--- src/rtl/rvseq_pkg.sv ---
// Shared types for the multi-cycle sequencer: state codes, ALU codes,
// operand selects, instruction classes and opcode values.
package rvseq_pkg;

    typedef enum logic [3:0] {
        ST_FETCH   = 4'd0,
        ST_WAITF   = 4'd1,
        ST_DECODE  = 4'd2,
        ST_EXEC    = 4'd3,
        ST_WRITE   = 4'd4,
        ST_UPDPC   = 4'd5,
        ST_STOREPC = 4'd6,
        ST_HALT    = 4'd7,
        ST_BOOT    = 4'd8
    } state_e;

    typedef enum logic [3:0] {
        ALU_ADD = 4'd0,  ALU_SUB = 4'd1,  ALU_SLL = 4'd2,  ALU_SLT = 4'd3,
        ALU_SLTU = 4'd4, ALU_XOR = 4'd5,  ALU_SRL = 4'd6,  ALU_SRA = 4'd7,
        ALU_OR = 4'd8,   ALU_AND = 4'd9,  ALU_EQ = 4'd10,  ALU_NE = 4'd11,
        ALU_LT = 4'd12,  ALU_GE = 4'd13,  ALU_LTU = 4'd14, ALU_GEU = 4'd15
    } alu_e;

    typedef enum logic [1:0] {A_RS1 = 2'd0, A_PC = 2'd1, A_ZERO = 2'd2} asel_e;
    typedef enum logic [1:0] {B_RS2 = 2'd0, B_IMM = 2'd1, B_FOUR = 2'd2} bsel_e;

    typedef enum logic [3:0] {
        C_OP, C_OPIMM, C_LUI, C_AUIPC, C_JAL, C_JALR,
        C_BR, C_LD, C_ST, C_NOP, C_URET, C_HALT
    } cls_e;

    typedef enum logic [2:0] {F_NONE, F_I, F_S, F_B, F_U, F_J} fmt_e;

    localparam logic [6:0] OPC_OP     = 7'b0110011;
    localparam logic [6:0] OPC_OPIMM  = 7'b0010011;
    localparam logic [6:0] OPC_LUI    = 7'b0110111;
    localparam logic [6:0] OPC_AUIPC  = 7'b0010111;
    localparam logic [6:0] OPC_JAL    = 7'b1101111;
    localparam logic [6:0] OPC_JALR   = 7'b1100111;
    localparam logic [6:0] OPC_BRANCH = 7'b1100011;
    localparam logic [6:0] OPC_LOAD   = 7'b0000011;
    localparam logic [6:0] OPC_STORE  = 7'b0100011;
    localparam logic [6:0] OPC_FENCE  = 7'b0001111;
    localparam logic [6:0] OPC_SYSTEM = 7'b1110011;

    localparam logic [24:0] SYS_ECALL = 25'h0000000;
    localparam logic [24:0] SYS_URET  = 25'h0004000;

endpackage

--- src/rtl/rvseq_decode.sv ---
// Instruction decoder. Purely combinational.
// Maps a latched instruction word to its execution class, the ALU code
// used in execute, and the sign-extended immediate.
// Assumes XLEN >= 32.
module rvseq_decode
    import rvseq_pkg::*;
#(
    parameter int XLEN = 32
) (
    input  logic [31:0]     ir,
    output cls_e            cls,
    output alu_e            op,
    output logic [XLEN-1:0] imm
);
    localparam int SEXT = XLEN - 32;

    logic [6:0] opc;
    logic [2:0] f3;
    logic       alt;
    fmt_e       fmt;

    assign opc = ir[6:0];
    assign f3  = ir[14:12];
    assign alt = ir[30];

    // Arithmetic code from funct3, with bit 30 picking sub/sra.
    function automatic alu_e arith(input logic [2:0] f, input logic a, input logic reg_form);
        unique case (f)
            3'd0: arith = (a && reg_form) ? ALU_SUB : ALU_ADD;
            3'd1: arith = ALU_SLL;
            3'd2: arith = ALU_SLT;
            3'd3: arith = ALU_SLTU;
            3'd4: arith = ALU_XOR;
            3'd5: arith = a ? ALU_SRA : ALU_SRL;
            3'd6: arith = ALU_OR;
            default: arith = ALU_AND;
        endcase
    endfunction

    // Class, format and ALU code selection by opcode.
    always_comb begin
        cls = C_HALT;
        fmt = F_NONE;
        op  = ALU_ADD;
        unique case (opc)
            OPC_OP:    begin cls = C_OP;    op = arith(f3, alt, 1'b1); end
            OPC_OPIMM: begin cls = C_OPIMM; fmt = F_I; op = arith(f3, alt, 1'b0); end
            OPC_LUI:   begin cls = C_LUI;   fmt = F_U; end
            OPC_AUIPC: begin cls = C_AUIPC; fmt = F_U; end
            OPC_JAL:   begin cls = C_JAL;   fmt = F_J; end
            OPC_JALR:  begin cls = C_JALR;  fmt = F_I; end
            OPC_LOAD:  begin cls = C_LD;    fmt = F_I; end
            OPC_STORE: begin cls = C_ST;    fmt = F_S; end
            OPC_FENCE: cls = C_NOP;
            OPC_BRANCH: begin
                fmt = F_B;
                cls = C_BR;
                unique case (f3)
                    3'd0: op = ALU_EQ;
                    3'd1: op = ALU_NE;
                    3'd4: op = ALU_LT;
                    3'd5: op = ALU_GE;
                    3'd6: op = ALU_LTU;
                    3'd7: op = ALU_GEU;
                    default: cls = C_HALT;
                endcase
            end
            OPC_SYSTEM: begin
                if (f3 != 3'd0)                cls = C_NOP;
                else if (ir[31:7] == SYS_ECALL) cls = C_HALT;
                else if (ir[31:7] == SYS_URET)  cls = C_URET;
                else                            cls = C_NOP;
            end
            default: cls = C_HALT;
        endcase
    end

    // Immediate assembly per format, sign-extended to XLEN.
    always_comb begin
        unique case (fmt)
            F_I: imm = {{(XLEN-12){ir[31]}}, ir[31:20]};
            F_S: imm = {{(XLEN-12){ir[31]}}, ir[31:25], ir[11:7]};
            F_B: imm = {{(XLEN-13){ir[31]}}, ir[31], ir[7], ir[30:25], ir[11:8], 1'b0};
            F_U: imm = {{SEXT{ir[31]}}, ir[31:12], 12'h000};
            F_J: imm = {{(XLEN-21){ir[31]}}, ir[31], ir[19:12], ir[20], ir[30:21], 1'b0};
            default: imm = '0;
        endcase
    end
endmodule

--- src/rtl/rvseq_fsm.sv ---
// Sequencer state register, instruction register and branch-taken flag.
// Assumes the decoder classifies the instruction register combinationally.
module rvseq_fsm
    import rvseq_pkg::*;
(
    input  logic        clk,
    input  logic        rst_n,
    input  logic [31:0] instr_i,
    input  logic        instr_rdy_i,
    input  logic        mem_done_i,
    input  logic        alu_cmp_i,
    input  cls_e        cls,
    output state_e      state,
    output logic [31:0] ir,
    output logic        taken
);
    state_e nxt;
    logic   is_mem;

    assign is_mem = (cls == C_LD) || (cls == C_ST);

    // Next-state selection along the fixed instruction chain.
    always_comb begin
        nxt = state;
        unique case (state)
            ST_BOOT:    nxt = ST_FETCH;
            ST_FETCH:   nxt = ST_WAITF;
            ST_WAITF:   nxt = instr_rdy_i ? ST_DECODE : ST_WAITF;
            ST_DECODE:  nxt = (cls == C_HALT) ? ST_HALT : ST_EXEC;
            ST_EXEC:    nxt = (is_mem && !mem_done_i) ? ST_EXEC : ST_WRITE;
            ST_WRITE:   nxt = ST_UPDPC;
            ST_UPDPC:   nxt = ST_STOREPC;
            ST_STOREPC: nxt = ST_FETCH;
            default:    nxt = ST_HALT;
        endcase
    end

    // State, instruction capture and branch outcome registers.
    always_ff @(posedge clk) begin
        if (!rst_n) begin
            state <= ST_BOOT;
            ir    <= '0;
            taken <= 1'b0;
        end else begin
            state <= nxt;
            if (state == ST_WAITF && instr_rdy_i) ir <= instr_i;
            if (state == ST_EXEC && cls == C_BR)  taken <= alu_cmp_i;
        end
    end

    p_boot_to_fetch_r1: assert property (@(posedge clk) disable iff (!rst_n)
        state == ST_BOOT |=> state == ST_FETCH);
    p_store_to_fetch_r2: assert property (@(posedge clk) disable iff (!rst_n)
        state == ST_STOREPC |=> state == ST_FETCH);
    p_wait_hold_r3: assert property (@(posedge clk) disable iff (!rst_n)
        (state == ST_WAITF && !instr_rdy_i) |=> (state == ST_WAITF && $stable(ir)));
    p_ir_capture_r3: assert property (@(posedge clk) disable iff (!rst_n)
        (state == ST_WAITF && instr_rdy_i) |=> ir == $past(instr_i));
    p_mem_hold_r8: assert property (@(posedge clk) disable iff (!rst_n)
        (state == ST_EXEC && is_mem && !mem_done_i) |=> state == ST_EXEC);
    p_halt_sticky_r11: assert property (@(posedge clk) disable iff (!rst_n)
        state == ST_HALT |=> state == ST_HALT);
endmodule

--- src/rtl/rvseq_drive.sv ---
// Control output generation from state, decoded class and branch flag.
// Purely combinational; assumes the PC is formed by the shared ALU.
module rvseq_drive
    import rvseq_pkg::*;
#(
    parameter int              XLEN     = 32,
    parameter logic [XLEN-1:0] RESET_PC = 32'h0000_0074
) (
    input  state_e          state,
    input  cls_e            cls,
    input  alu_e            dec_op,
    input  logic [XLEN-1:0] dec_imm,
    input  logic            taken,
    output logic [XLEN-1:0] imm,
    output alu_e            op,
    output asel_e           asel,
    output bsel_e           bsel,
    output logic            rd_we,
    output logic            wb_load,
    output logic            ls_req,
    output logic            ls_we,
    output logic            pc_we,
    output logic            align,
    output logic            restore
);
    // Immediate bus carries the reset vector while booting.
    assign imm = (state == ST_BOOT) ? RESET_PC : dec_imm;

    // Per-state strobes and ALU configuration.
    always_comb begin
        op      = ALU_ADD;
        asel    = A_PC;
        bsel    = B_FOUR;
        rd_we   = 1'b0;
        wb_load = 1'b0;
        ls_req  = 1'b0;
        ls_we   = 1'b0;
        pc_we   = 1'b0;
        align   = 1'b0;
        restore = 1'b0;
        unique case (state)
            ST_BOOT: begin
                asel  = A_ZERO;
                bsel  = B_IMM;
                pc_we = 1'b1;
            end
            ST_EXEC, ST_WRITE: begin
                unique case (cls)
                    C_OP:    begin asel = A_RS1;  bsel = B_RS2; op = dec_op; end
                    C_OPIMM: begin asel = A_RS1;  bsel = B_IMM; op = dec_op; end
                    C_BR:    begin asel = A_RS1;  bsel = B_RS2; op = dec_op; end
                    C_LUI:   begin asel = A_ZERO; bsel = B_IMM; end
                    C_AUIPC: begin asel = A_PC;   bsel = B_IMM; end
                    C_LD, C_ST: begin
                        ls_req = (state == ST_EXEC);
                        ls_we  = (state == ST_EXEC) && (cls == C_ST);
                    end
                    default: ;
                endcase
                if (state == ST_WRITE) begin
                    rd_we   = cls inside {C_OP, C_OPIMM, C_LUI, C_AUIPC, C_JAL, C_JALR, C_LD};
                    wb_load = (cls == C_LD);
                end
            end
            ST_UPDPC, ST_STOREPC: begin
                unique case (cls)
                    C_JAL:  bsel = B_IMM;
                    C_JALR: begin asel = A_RS1; bsel = B_IMM; align = 1'b1; end
                    C_BR:   bsel = taken ? B_IMM : B_FOUR;
                    default: ;
                endcase
                restore = (state == ST_STOREPC) && (cls == C_URET);
                pc_we   = (state == ST_STOREPC) && (cls != C_URET);
            end
            default: ;
        endcase
    end
endmodule

--- src/rtl/rvseq_ctrl.sv ---
// Top of the multi-cycle RV32I sequencer: decoder, state machine and
// output driver. Assumes an external ALU, register file holding the PC,
// and a load/store unit handshaking through instr_rdy_i / mem_done_i.
module rvseq_ctrl #(
    parameter int              XLEN     = 32,
    parameter logic [XLEN-1:0] RESET_PC = 32'h0000_0074
) (
    input  logic            clk,
    input  logic            rst_n,
    input  logic [31:0]     instr_i,
    input  logic            instr_rdy_i,
    input  logic            mem_done_i,
    input  logic            alu_cmp_i,
    output logic [3:0]      state_o,
    output logic            fetch_req_o,
    output logic [XLEN-1:0] imm_o,
    output logic [3:0]      alu_op_o,
    output logic [1:0]      opa_sel_o,
    output logic [1:0]      opb_sel_o,
    output logic            rd_we_o,
    output logic            wb_load_o,
    output logic            ls_req_o,
    output logic            ls_we_o,
    output logic            pc_we_o,
    output logic            tgt_align_o,
    output logic            restore_o,
    output logic            halted_o
);
    import rvseq_pkg::*;

    state_e          state;
    logic [31:0]     ir;
    logic            taken;
    cls_e            cls;
    alu_e            dec_op, op;
    asel_e           asel;
    bsel_e           bsel;
    logic [XLEN-1:0] dec_imm;

    rvseq_decode #(.XLEN(XLEN)) u_dec (
        .ir (ir), .cls (cls), .op (dec_op), .imm (dec_imm)
    );

    rvseq_fsm u_fsm (
        .clk (clk), .rst_n (rst_n), .instr_i (instr_i), .instr_rdy_i (instr_rdy_i),
        .mem_done_i (mem_done_i), .alu_cmp_i (alu_cmp_i), .cls (cls),
        .state (state), .ir (ir), .taken (taken)
    );

    rvseq_drive #(.XLEN(XLEN), .RESET_PC(RESET_PC)) u_drv (
        .state (state), .cls (cls), .dec_op (dec_op), .dec_imm (dec_imm), .taken (taken),
        .imm (imm_o), .op (op), .asel (asel), .bsel (bsel), .rd_we (rd_we_o),
        .wb_load (wb_load_o), .ls_req (ls_req_o), .ls_we (ls_we_o), .pc_we (pc_we_o),
        .align (tgt_align_o), .restore (restore_o)
    );

    assign state_o     = state;
    assign alu_op_o    = op;
    assign opa_sel_o   = asel;
    assign opb_sel_o   = bsel;
    assign fetch_req_o = (state == ST_FETCH);
    assign halted_o    = (state == ST_HALT);

    p_boot_vector_r1: assert property (@(posedge clk) disable iff (!rst_n)
        (state_o == 4'd8) |-> (pc_we_o && imm_o == RESET_PC));
    p_ls_hold_r8: assert property (@(posedge clk) disable iff (!rst_n)
        (ls_req_o && !mem_done_i) |=> ls_req_o);
    p_pc_write_states_r9: assert property (@(posedge clk) disable iff (!rst_n)
        pc_we_o |=> (state_o == 4'd0));
    p_restore_excl_r10: assert property (@(posedge clk) disable iff (!rst_n)
        restore_o |-> (!pc_we_o && $past(state_o) == 4'd5));
    p_halt_quiet_r11: assert property (@(posedge clk) disable iff (!rst_n)
        halted_o |-> !(fetch_req_o || pc_we_o || rd_we_o || ls_req_o));
endmodule

--- config.mk ---
export PLATFORM = sky130hd
export DESIGN_NAME = rvseq_ctrl
export DESIGN_NICKNAME = d
export VERILOG_FILES = /design/src/rtl/rvseq_pkg.sv /design/src/rtl/rvseq_decode.sv /design/src/rtl/rvseq_fsm.sv /design/src/rtl/rvseq_drive.sv /design/src/rtl/rvseq_ctrl.sv
export SDC_FILE = /design/constraint.sdc
export NUM_CORES = 1
export LEC_CHECK = 0
export ABC_AREA = 1
export ABC_CLOCK_PERIOD_IN_PS = 2300
export BUFFER_PORTS_ARGS = -buffer_cell sky130_fd_sc_hd__clkbuf_2
export CORE_MARGIN = 2
export CORE_UTILIZATION = 45
export CTS_BUF_LIST = sky130_fd_sc_hd__clkbuf_8
export DETAILED_ROUTE_END_ITERATION = 8
export PLACE_DENSITY = 0.75
export SLEW_MARGIN = 5
export SYNTH_ARGS = -nofsm -noshare
export SYNTH_HDL_FRONTEND = slang
export SYNTH_SLANG_ARGS = --single-unit
--- constraint.sdc ---
create_clock -name clk -period 2.3 [get_ports clk]
set_input_delay 0.23 -clock clk [delete_from_list [all_inputs] [get_ports clk]]
set_output_delay 0.23 -clock clk [all_outputs]
set_load 0.005 [all_outputs]
After elaboration in Yosys (flattened, before gate mapping)
Cells that the tools add are included.
{"block": "totals", "wordCells": 110, "input_bits": 37, "output_inout_bits": 53, "reg_bits": 37}
{"block": "classes", "n_eq_ne": 43, "mux": 39, "reduce_logical": 25}
{"op": "one-hot mux 32 bit (5 select lines)", "count": 1}
{"op": "one-hot mux 4 bit (7 select lines)", "count": 3}
{"op": "one-hot mux 4 bit (11 select lines)", "count": 1}
{"op": "equality test 4 x 3 -> 1 bit, second input constant", "count": 8}
{"op": "2-to-1 mux 32 bit", "count": 1}
{"op": "equality test 7 bit, second input constant", "count": 4}
{"op": "equality test 25 x 15 -> 1 bit, second input constant", "count": 1}
{"op": "logical NOT 25 bit", "count": 1}
{"op": "one-hot mux 4 bit (6 select lines)", "count": 1}
{"op": "equality test 7 x 6 -> 1 bit, second input constant", "count": 3}
{"op": "2-to-1 mux 4 bit", "count": 5}
{"op": "equality test 3 bit, second input constant", "count": 6}
{"op": "equality test 4 x 2 -> 1 bit, second input constant", "count": 4}
{"op": "equality test 4 bit, second input constant", "count": 4}
{"op": "one-hot mux 3 bit (5 select lines)", "count": 1}
{"op": "equality test 7 x 5 -> 1 bit, second input constant", "count": 2}
{"op": "2-to-1 mux 1 bit", "count": 14}
{"op": "OR reduction 2 bit", "count": 7}
{"op": "equality test 3 x 2 -> 1 bit, second input constant", "count": 4}
{"op": "one-hot mux 2 bit (2 select lines)", "count": 3}
{"op": "one-hot mux 2 bit (3 select lines)", "count": 2}
{"op": "one-hot mux 4 bit (3 select lines)", "count": 1}
{"op": "OR reduction 3 bit", "count": 3}
{"op": "equality test 4 x 1 -> 1 bit, second input constant", "count": 2}
{"op": "15 further kinds", "count": 25}

Depth between registers and ports, before layout
Gate-level depths: netlist (run 1).
{"block": "depth", "word_depth": 10, "ltp_mapped": 14, "depth_no_buf": 14}

Hierarchy
From an unflattened synthesis (run 1), not the netlist that was laid out.
{"block": "hier_totals", "cells_unflattened": 536, "hier_area_um2": 3017.9}
{"module": "rvseq_fsm", "cells_per_inst": 203, "n_inst": 1, "seq_area_each_um2": 740.7, "area_per_inst_um2": 1456.4}
{"module": "rvseq_decode", "cells_per_inst": 198, "n_inst": 1, "seq_area_each_um2": 0.0, "area_per_inst_um2": 935.9}
{"module": "rvseq_drive", "cells_per_inst": 125, "n_inst": 1, "seq_area_each_um2": 0.0, "area_per_inst_um2": 588.1}
{"module": "rvseq_ctrl", "cells_per_inst": 10, "n_inst": 1, "seq_area_each_um2": 0.0, "area_per_inst_um2": 37.5}

Least setup slack after synthesis (run 1)
No wires, ideal clock.
{"block": "synth_path", "kind": "register to output", "startpoint": "register u_fsm.ir[1]", "endpoint": "output port imm_o[12]", "t_required_ns": 2.070, "arrival_ns": 1.397, "setup_slack_ns": 0.673, "stages_incl_launch_ff": 13, "n_path_buf": 0, "cell_sequence": "dfxtp_1 -> nand2_4 -> nor2_2 -> nand2_4 -> clkinv_4 -> nor2_4 -> nand2_4 -> inv_2 -> nor2_2 -> nand2_2 -> o21ai_4 -> a21oi_1 -> nor2_1"}
{"block": "synth_via", "elab_chain_len": 6, "word_cells_on_any_way": 18, "cone_classes": "13 x eq/ne; 3 x mux; 2 x reduce/logical"}
{"element": "from (decl)", "line": "rvseq_fsm.sv:14", "text": "output logic [31:0] ir,"}
{"element": "from (signal assigned)", "line": "rvseq_fsm.sv:46", "text": "if (state == ST_WAITF && instr_rdy_i) ir <= instr_i;"}
{"element": "equality test 7 bit, or another cell as far along", "line": "rvseq_decode.sv:45", "text": "unique case (opc)"}
{"element": "OR reduction 3 bit (no source line) or OR reduction 2 bit (tied branches)"}
{"element": "one-hot mux 3 bit (5 select lines) *", "line": "rvseq_decode.sv:45"}
{"element": "equality test 3 bit, or another cell as far along", "line": "rvseq_decode.sv:80", "text": "unique case (fmt)"}
{"element": "one-hot mux 32 bit (5 select lines) *", "line": "rvseq_decode.sv:80"}
{"element": "2-to-1 mux 32 bit *", "line": "rvseq_drive.sv:27", "text": "assign imm = (state == ST_BOOT) ? RESET_PC : dec_imm;"}
{"element": "to (decl)", "line": "rvseq_ctrl.sv:16", "text": "output logic [XLEN-1:0] imm_o,"}
Mark *: on every way between the ends. The rest lies on a longest branch, timed or not.

Final worst setup path (run 1)
{"block": "layout_path", "startpoint": "register u_fsm.ir[4]", "endpoint": "output port restore_o"}
{"block": "layout_via", "elab_chain_len": 5, "word_cells_on_any_way": 15, "cone_classes": "12 x eq/ne; 2 x mux; 1 x reduce/logical"}
{"element": "equality test 7 bit, or another cell as far along", "line": "rvseq_decode.sv:45"}
{"element": "one-hot mux 4 bit (11 select lines) *", "line": "rvseq_decode.sv:45"}
{"element": "equality test 4 bit *", "line": "rvseq_drive.sv:72", "text": "restore = (state == ST_STOREPC) && (cls == C_URET);"}
{"element": "logical AND 1 bit *", "line": "rvseq_drive.sv:72"}
{"element": "2-to-1 mux 1 bit *", "line": "rvseq_drive.sv:41", "text": "unique case (state)"}
{"element": "to (decl)", "line": "rvseq_ctrl.sv:26", "text": "output logic restore_o,"}
Marks and branches as above.

==> results.yml, run 1 <==
min_path:
  hp-class: "input pin to flip-flop"
  hold_path_depth: 3
  min_from: "alu_cmp_i"
power:
  clock_power_share_pct: 21.5
  intPower_mw: 1.193
  p_per_area_nw_per_um2: 595.9
  leakagePower_nw: 1.672
  combPwrFrac_pct: 37.7
  p_sw_mw: 0.7971
  swShare_pct: 40.06
  ir_worst_vdd_mv: 0.3595
  power_mw: 1.990
  seq_power_share_pct: 40.8
clock_tree:
  clock-sinks: 37
  root_buffer: "clkbuf_8"
  htreeDepth: 2
  cts_tree: "yes"
  path_clk_slew_ns: 0.07
  insertion_delay_ns: 0.29
  cts_buffer_depth: 2
  cts_made_buffers: 5
synth:
  synth_warnings: 0
  ys_ff_latch: 37
  syn_area_per_cell_um2: 6.174
  syn-num-nets: 465
  yosysTopAreaCell: "dfxtp_1"
  synthArstFlopShare_pct: 0
  yosysTopAreaCellShare_pct: 28.03
  synth_seq_area_share_pct: 28.03
  syn_area_um2: 2643
  synthCells: 428
  synthTopCellsByArea: "dfxtp_1, a21oi_1, nand2_1"
  synth_flop_cell: "dfxtp_1"
  synth_edf_count: 0
  synth.distinct_cells: 35
critical_path:
  cp-end-kind: "output pin"
  cp.required_ns: 2.07
  crit_arrival_ns: 1.96
  crit_path_top_delay_cell: "dfxtp_2"
  crit_start: "u_fsm.ir[4]"
  cpMostUsedCell: "nor2_1"
  crit_cells: 10
  cp_cell_sequence: "inv_2, nor2_2, nand2_1, nor2_1, nor2_1, nand3_1, nand3_1, nand3b_1, nor2_1, clkbuf_2"
  cp_top_family: "simple AND/OR/NAND/NOR gates"
  crit_buf_inv: 2
  path_max_fanout: 6
  r2r_start: "u_fsm.state[0]"
  ff2ff_path_depth: 6
  path_class: "flip-flop to output pin"
  critPathMaxStageDelay_ns: 0.35
  cp-start-kind: "flip-flop"
die:
  dieArea_um2: 6501
  rows: 27
  die_w_um: 80.63
  design.core.area_um2: 5574
  fp.dieH_um: 80.63
  start_util_pct: 47.41
  pin_count: 90
grt:
  grt_use_total_pct: 24.31
  antenna_found_initial: 0
  grt_pass1_wl_mm: 12.47
  gr-usage-met3_pct: 4.382
  busiest_layer: "met2"
  grt_max_degree: 46
  grt.overflow.total: 0
  grt.met2_usage_pct: 41.83
  gr-usage-met1_pct: 30.28
  grt_pass1_vias: 2758
sta:
  relSlewSlack_pct: 62.97
  finalHoldViolCount: 0
  period_share_pct: 95.03
  final_max_slew_viol_count: 0
  max_slew.worst_pin.slew_ns: 0.5554
  fin_skew_ns: 0.007776
  final.min_clock_period_ns: 2.186
  fmax_mhz: 457.5
  setup_violations: 0
finish:
  utilization_pct: 59.91
  final_area_um2: 3339
  nNetsFinal: 551
  antenna_cells: 0
  layout-drive-gt1-share_pct: 31.26
  syn2layout_area_growth_pct: 26.37
  layoutNonFillerInstCount: 587
  fillers: 547
placement:
  dp_hpwl_mm: 5.997
  port_buffers: 89
  dpl-instance-area_um2: 3142
  dp_cells: 575
  gp_congestion: 1.008
detailed_routing:
  drcViolationCount: 0
  wl_per_cell_um: 13.47
  antenna_left: 0
  wirelength_mm: 7.904
  drtIter0Drc: 293
  detail_route.vias_per_cell: 5.298
  vias: 3110
  firstDrtPassIters: 7
run_status:
  status: "completed"
job:
  cap_violations: 0
[per-stage QoR]
step                hold slack (ns)  TNS (ns)  setup WS (ns)
floorplan                    0.3297         0         0.6733
global placement             0.4492         0         0.3534
detailed placement           0.4606         0         0.3233
CTS                          0.2027         0       0.006550
global route                 0.2142  -0.04313       -0.01046
finish                       0.2018         0         0.1144
[cells by family (layout without fill, tap and decap cells)]
kind of cell / count (synthesis) / in the layout / synth area share, %
and+or+nand+nor: 180 / 180 / 32.34
buffers and inverters: 89 / 176 / 13.49
AOI/OAI and AO/OA: 122 / 122 / 26.14
DFF: 37 / 37 / 28.03
[tightest hold or removal path, delay by kind of cell]
family          cells  cell delay, ns
buf+inv             1            0.08
compound gates      1            0.06
simple gates        1            0.07
[final timing paths]
path                  endpoint  slack [ns]
setup reg to reg   u_fsm.ir[9]        0.53
setup / recovery     restore_o        0.11
hold reg to reg   u_fsm.ir[17]        0.47
hold / removal     u_fsm.taken        0.20
[final cells by class]
type                       instances  area (um2)  area share, %
clock buffer                       5       68.82          2.061
inverter                          72       282.8          8.468
tap                               72       90.09          2.698
timing repair buffer              96       510.5          15.29
sequential                        37       752.0          22.52
clock inverter                     3       11.26         0.3372
multi-input combinational        302        1624          48.63
[metal layers]
metal / share of wire, % / up-vias
met1: 41 / 1372
met4: 2.6 / 0
li1: - / 1562
met3: 7.6 / 26
met2: 49 / 150
met5: 0 / -
[synthesized netlist by cell type, drive strengths merged (3+ instances only)]
| library cell | n |
|---|---|
| clkbuf | 11 |
| a22oi | 3 |
| o21ai | 47 |
| a21oi | 63 |
| buf | 6 |
| nand2 | 73 |
| nand3 | 34 |
| dfxtp | 37 |
| nor2 | 68 |
| inv | 70 |
[registers in the layout (all words and copies together), names as in the netlist]
| signal | cells |
|---|---|
| u_fsm.ir | 32 |
| u_fsm.taken | 1 |
| u_fsm.state | 4 |
[power by group through the flow]
stage	combinational (mW)	sequential, mW	clock (mW)
final	0.750	0.812	0.428
after global routing	0.843	0.823	0.463
after CTS	0.727	0.806	0.433
after detailed placement	0.723	0.820	0
after global placement	0.708	0.816	0
after floorplan	0.485	0.794	0
[what timing repair did]
action / CTS / global route
setup endpoints to repair: 0 / 27
buffers inserted: 0 / 4
gates resized for setup: 0 / 27
hold buffers: 0 / 0
[placed cells by master (no fill, tap or decap), drive strengths merged]
master  netlist  final
clkbuf       11     94
o21ai        47     47
o211ai        1      1
buf           6      7
a41oi         1      1
nand3        34     34
dfxtp        37     37
nor3          1      1
nand3b        1      1
a31oi         2      2
nand4         2      2
a21oi        63     63
nand2        73     73
nor2         68     68
o41ai         1      1
o22ai         1      1
o221ai        2      2
clkinv        2      2
a211oi        1      1
and3          1      1
a22oi         3      3
inv          70     73
Note: power is estimated with default switching activity, not from simulation.
==> run 2: changes to the inputs <==
ABC_AREA = not set   (was 1)
PLACE_DENSITY = 0.81   (was 0.75)
==> run 2 against run 1 <==
Synthesized cell count down 10%. Global-route usage increased by 1.0 points. Worst setup slack got worse by 0.046 ns. Cell area fell by 1.5%. Via count rose by 1.6%. Flip-flop and latch count unchanged. Critical path type unchanged. Largest power group unchanged. Highest routed layer unchanged.
==> results.yml, run 2 <==
detailed_routing:
  drtIter0Drc: 291
  firstDrtPassIters: 5
  drcViolationCount: 0
  vias: 3159
  wirelength_mm: 8.180
  wl_per_cell_um: 14.79
  antenna_left: 0
  detail_route.vias_per_cell: 5.712
sta:
  period_share_pct: 97.04
  setup_violations: 0
  finalHoldViolCount: 0
  final_max_slew_viol_count: 0
  fmax_mhz: 448.1
  final.min_clock_period_ns: 2.232
  max_slew.worst_pin.slew_ns: 0.5676
  holdWs_ns: 0.1563
  relSlewSlack_pct: 61.93
  fin_skew_ns: 0.008763
  setup_tns_ns: 0
  setup_ws_ns: 0.06818
critical_path:
  path_max_fanout: 10
  cp.required_ns: 2.07
  cp-end-kind: "output pin"
  cp-start-kind: "flip-flop"
  path_class: "flip-flop to output pin"
  crit_arrival_ns: 2.00
grt:
  grt_max_degree: 26
  grt_pass1_wl_mm: 12.87
  grt_use_total_pct: 25.33
  grt.overflow.total: 0
  antenna_found_initial: 0
  grt_pass1_vias: 2784
clock_tree:
  path_clk_slew_ns: 0.07
  root_buffer: "clkbuf_8"
  htreeDepth: 2
  cts_buffer_depth: 2
  insertion_delay_ns: 0.29
  postCtsHoldBufs: 0
  cts_made_buffers: 5
  cts_tree: "yes"
  clock-sinks: 37
synth:
  ys_ff_latch: 37
  synth.top_cells.by_count: "nand2_1, a21oi_1, dfxtp_1"
  syn-num-nets: 422
  synthCells: 385
  syn_area_per_cell_um2: 6.617
  yosysTopAreaCell: "dfxtp_1"
  synth.most_common_cell: "nand2_1"
  synth_warnings: 0
  synthArstFlopShare_pct: 0
  synthTopCellsByArea: "dfxtp_1, nand2_1, a21oi_1"
  yosysTopAreaCellShare_pct: 29.08
  syn_area_um2: 2547
  synth_seq_area_share_pct: 29.08
  synth_flop_cell: "dfxtp_1"
  synth.distinct_cells: 58
  synth_edf_count: 0
die:
  design.core.area_um2: 5473
  start_util_pct: 46.55
  die_w_um: 79.24
  fp.dieH_um: 79.24
  rows: 27
  pin_count: 90
  dieArea_um2: 6279
placement:
  port_buffers: 89
  gp_congestion: 0.9668
  dp_cells: 541
  post-place-ws_ns: 0.1482
  dp_hpwl_mm: 6.084
power:
  ir_worst_vdd_mv: 0.2979
  leakagePower_nw: 1.328
  p_per_area_nw_per_um2: 471.5
job:
  cap_violations: 0
finish:
  antenna_cells: 0
  layoutNonFillerInstCount: 553
  nNetsFinal: 517
  final_common_cell: "nand2_1"
  layout-drive-gt1-share_pct: 32.64
  syn2layout_area_growth_pct: 29.18
  final_cell_mix: "nand2_1, clkbuf_2, a21oi_1"
  top_regs: "u_fsm.ir x32, u_fsm.state x4, u_fsm.taken x1"
  largest_register_ffs: 32
  largest-register: "u_fsm.ir"
min_path:
  hp-class: "input pin to flip-flop"
run_status:
  status: "completed"
-- run 2: path summary, 6_finish.rpt --
kind                                    from              to  slack, ns  depth (start not counted)
worst max-delay path             u_fsm.ir[2]    opb_sel_o[0]       0.07                          7
worst min-delay path              instr_i[2]     u_fsm.ir[2]       0.16                          3
worst max register to register   u_fsm.ir[2]  u_fsm.state[2]       0.57                          6
worst min register to register  u_fsm.ir[19]    u_fsm.ir[19]       0.49                          2
-- run 2: where the power goes --
part	switching [mW]	internal [mW]	total (mW)
logic	0.204	0.164	0.367
clock network	0.242	0.209	0.451
registers	0.0607	0.673	0.733
total	0.506	1.05	1.55
-- run 2: cells by family (layout without fill, tap and decap cells) --
logic type                 Yosys count  after routing  share of synthesized area [%]
AOI/OAI and AO/OA                  112            112                          26.42
DFF                                 37             37                          29.08
and+or+nand+nor                    200            200                          36.98
muxes                                1              1                         0.3929
buffers and inverters               33            129                          6.286
adders and majority gates            2              2                         0.8350
-- run 2: per-layer routing --
layer,global-route usage (%),part of all wire (%)
met5,0,0
met4,6.552,1.1
met3,3.409,8.5
met2,43.90,48
met1,33.05,43
-- run 2: what timing repair did --
item	4_1_cts	5_1_grt
endpoints found under the setup margin	21	27
gates resized for setup	6	18
pin swaps	1	2
setup buffers	0	4
-- run 2: stage by stage --
stage          utilization [%]  cell area, um2  power (mW)
2_1_floorplan                -            2547      0.9561
3_3_place_gp             56.90            3114       1.093
3_5_place_dp             56.90            3114       1.099
4_1_cts                  58.78            3217       1.545
5_1_grt                  60.13            3291       1.626
6_report                 60.13            3291       1.552
-- run 2: layout make-up --
type                    count  area [um2]
well taps                  72       90.09
inverters                   5       18.77
multi-input cells         315        1693
clock inverters             3       17.52
clock buffers               5       68.82
flip-flops and latches     37       753.2
repair buffers            116       649.4
fillers                   564        2182
-- run 2: worst max-delay path: stages (launching register included) --
cell,delay (ns)
dfxtp_2,0.39
nand4bb_4,0.30
nor2_8,0.20
nand2_4,0.09
o221ai_2,0.18
a2111oi_2,0.06
o41ai_2,0.32
clkbuf_2,0.17
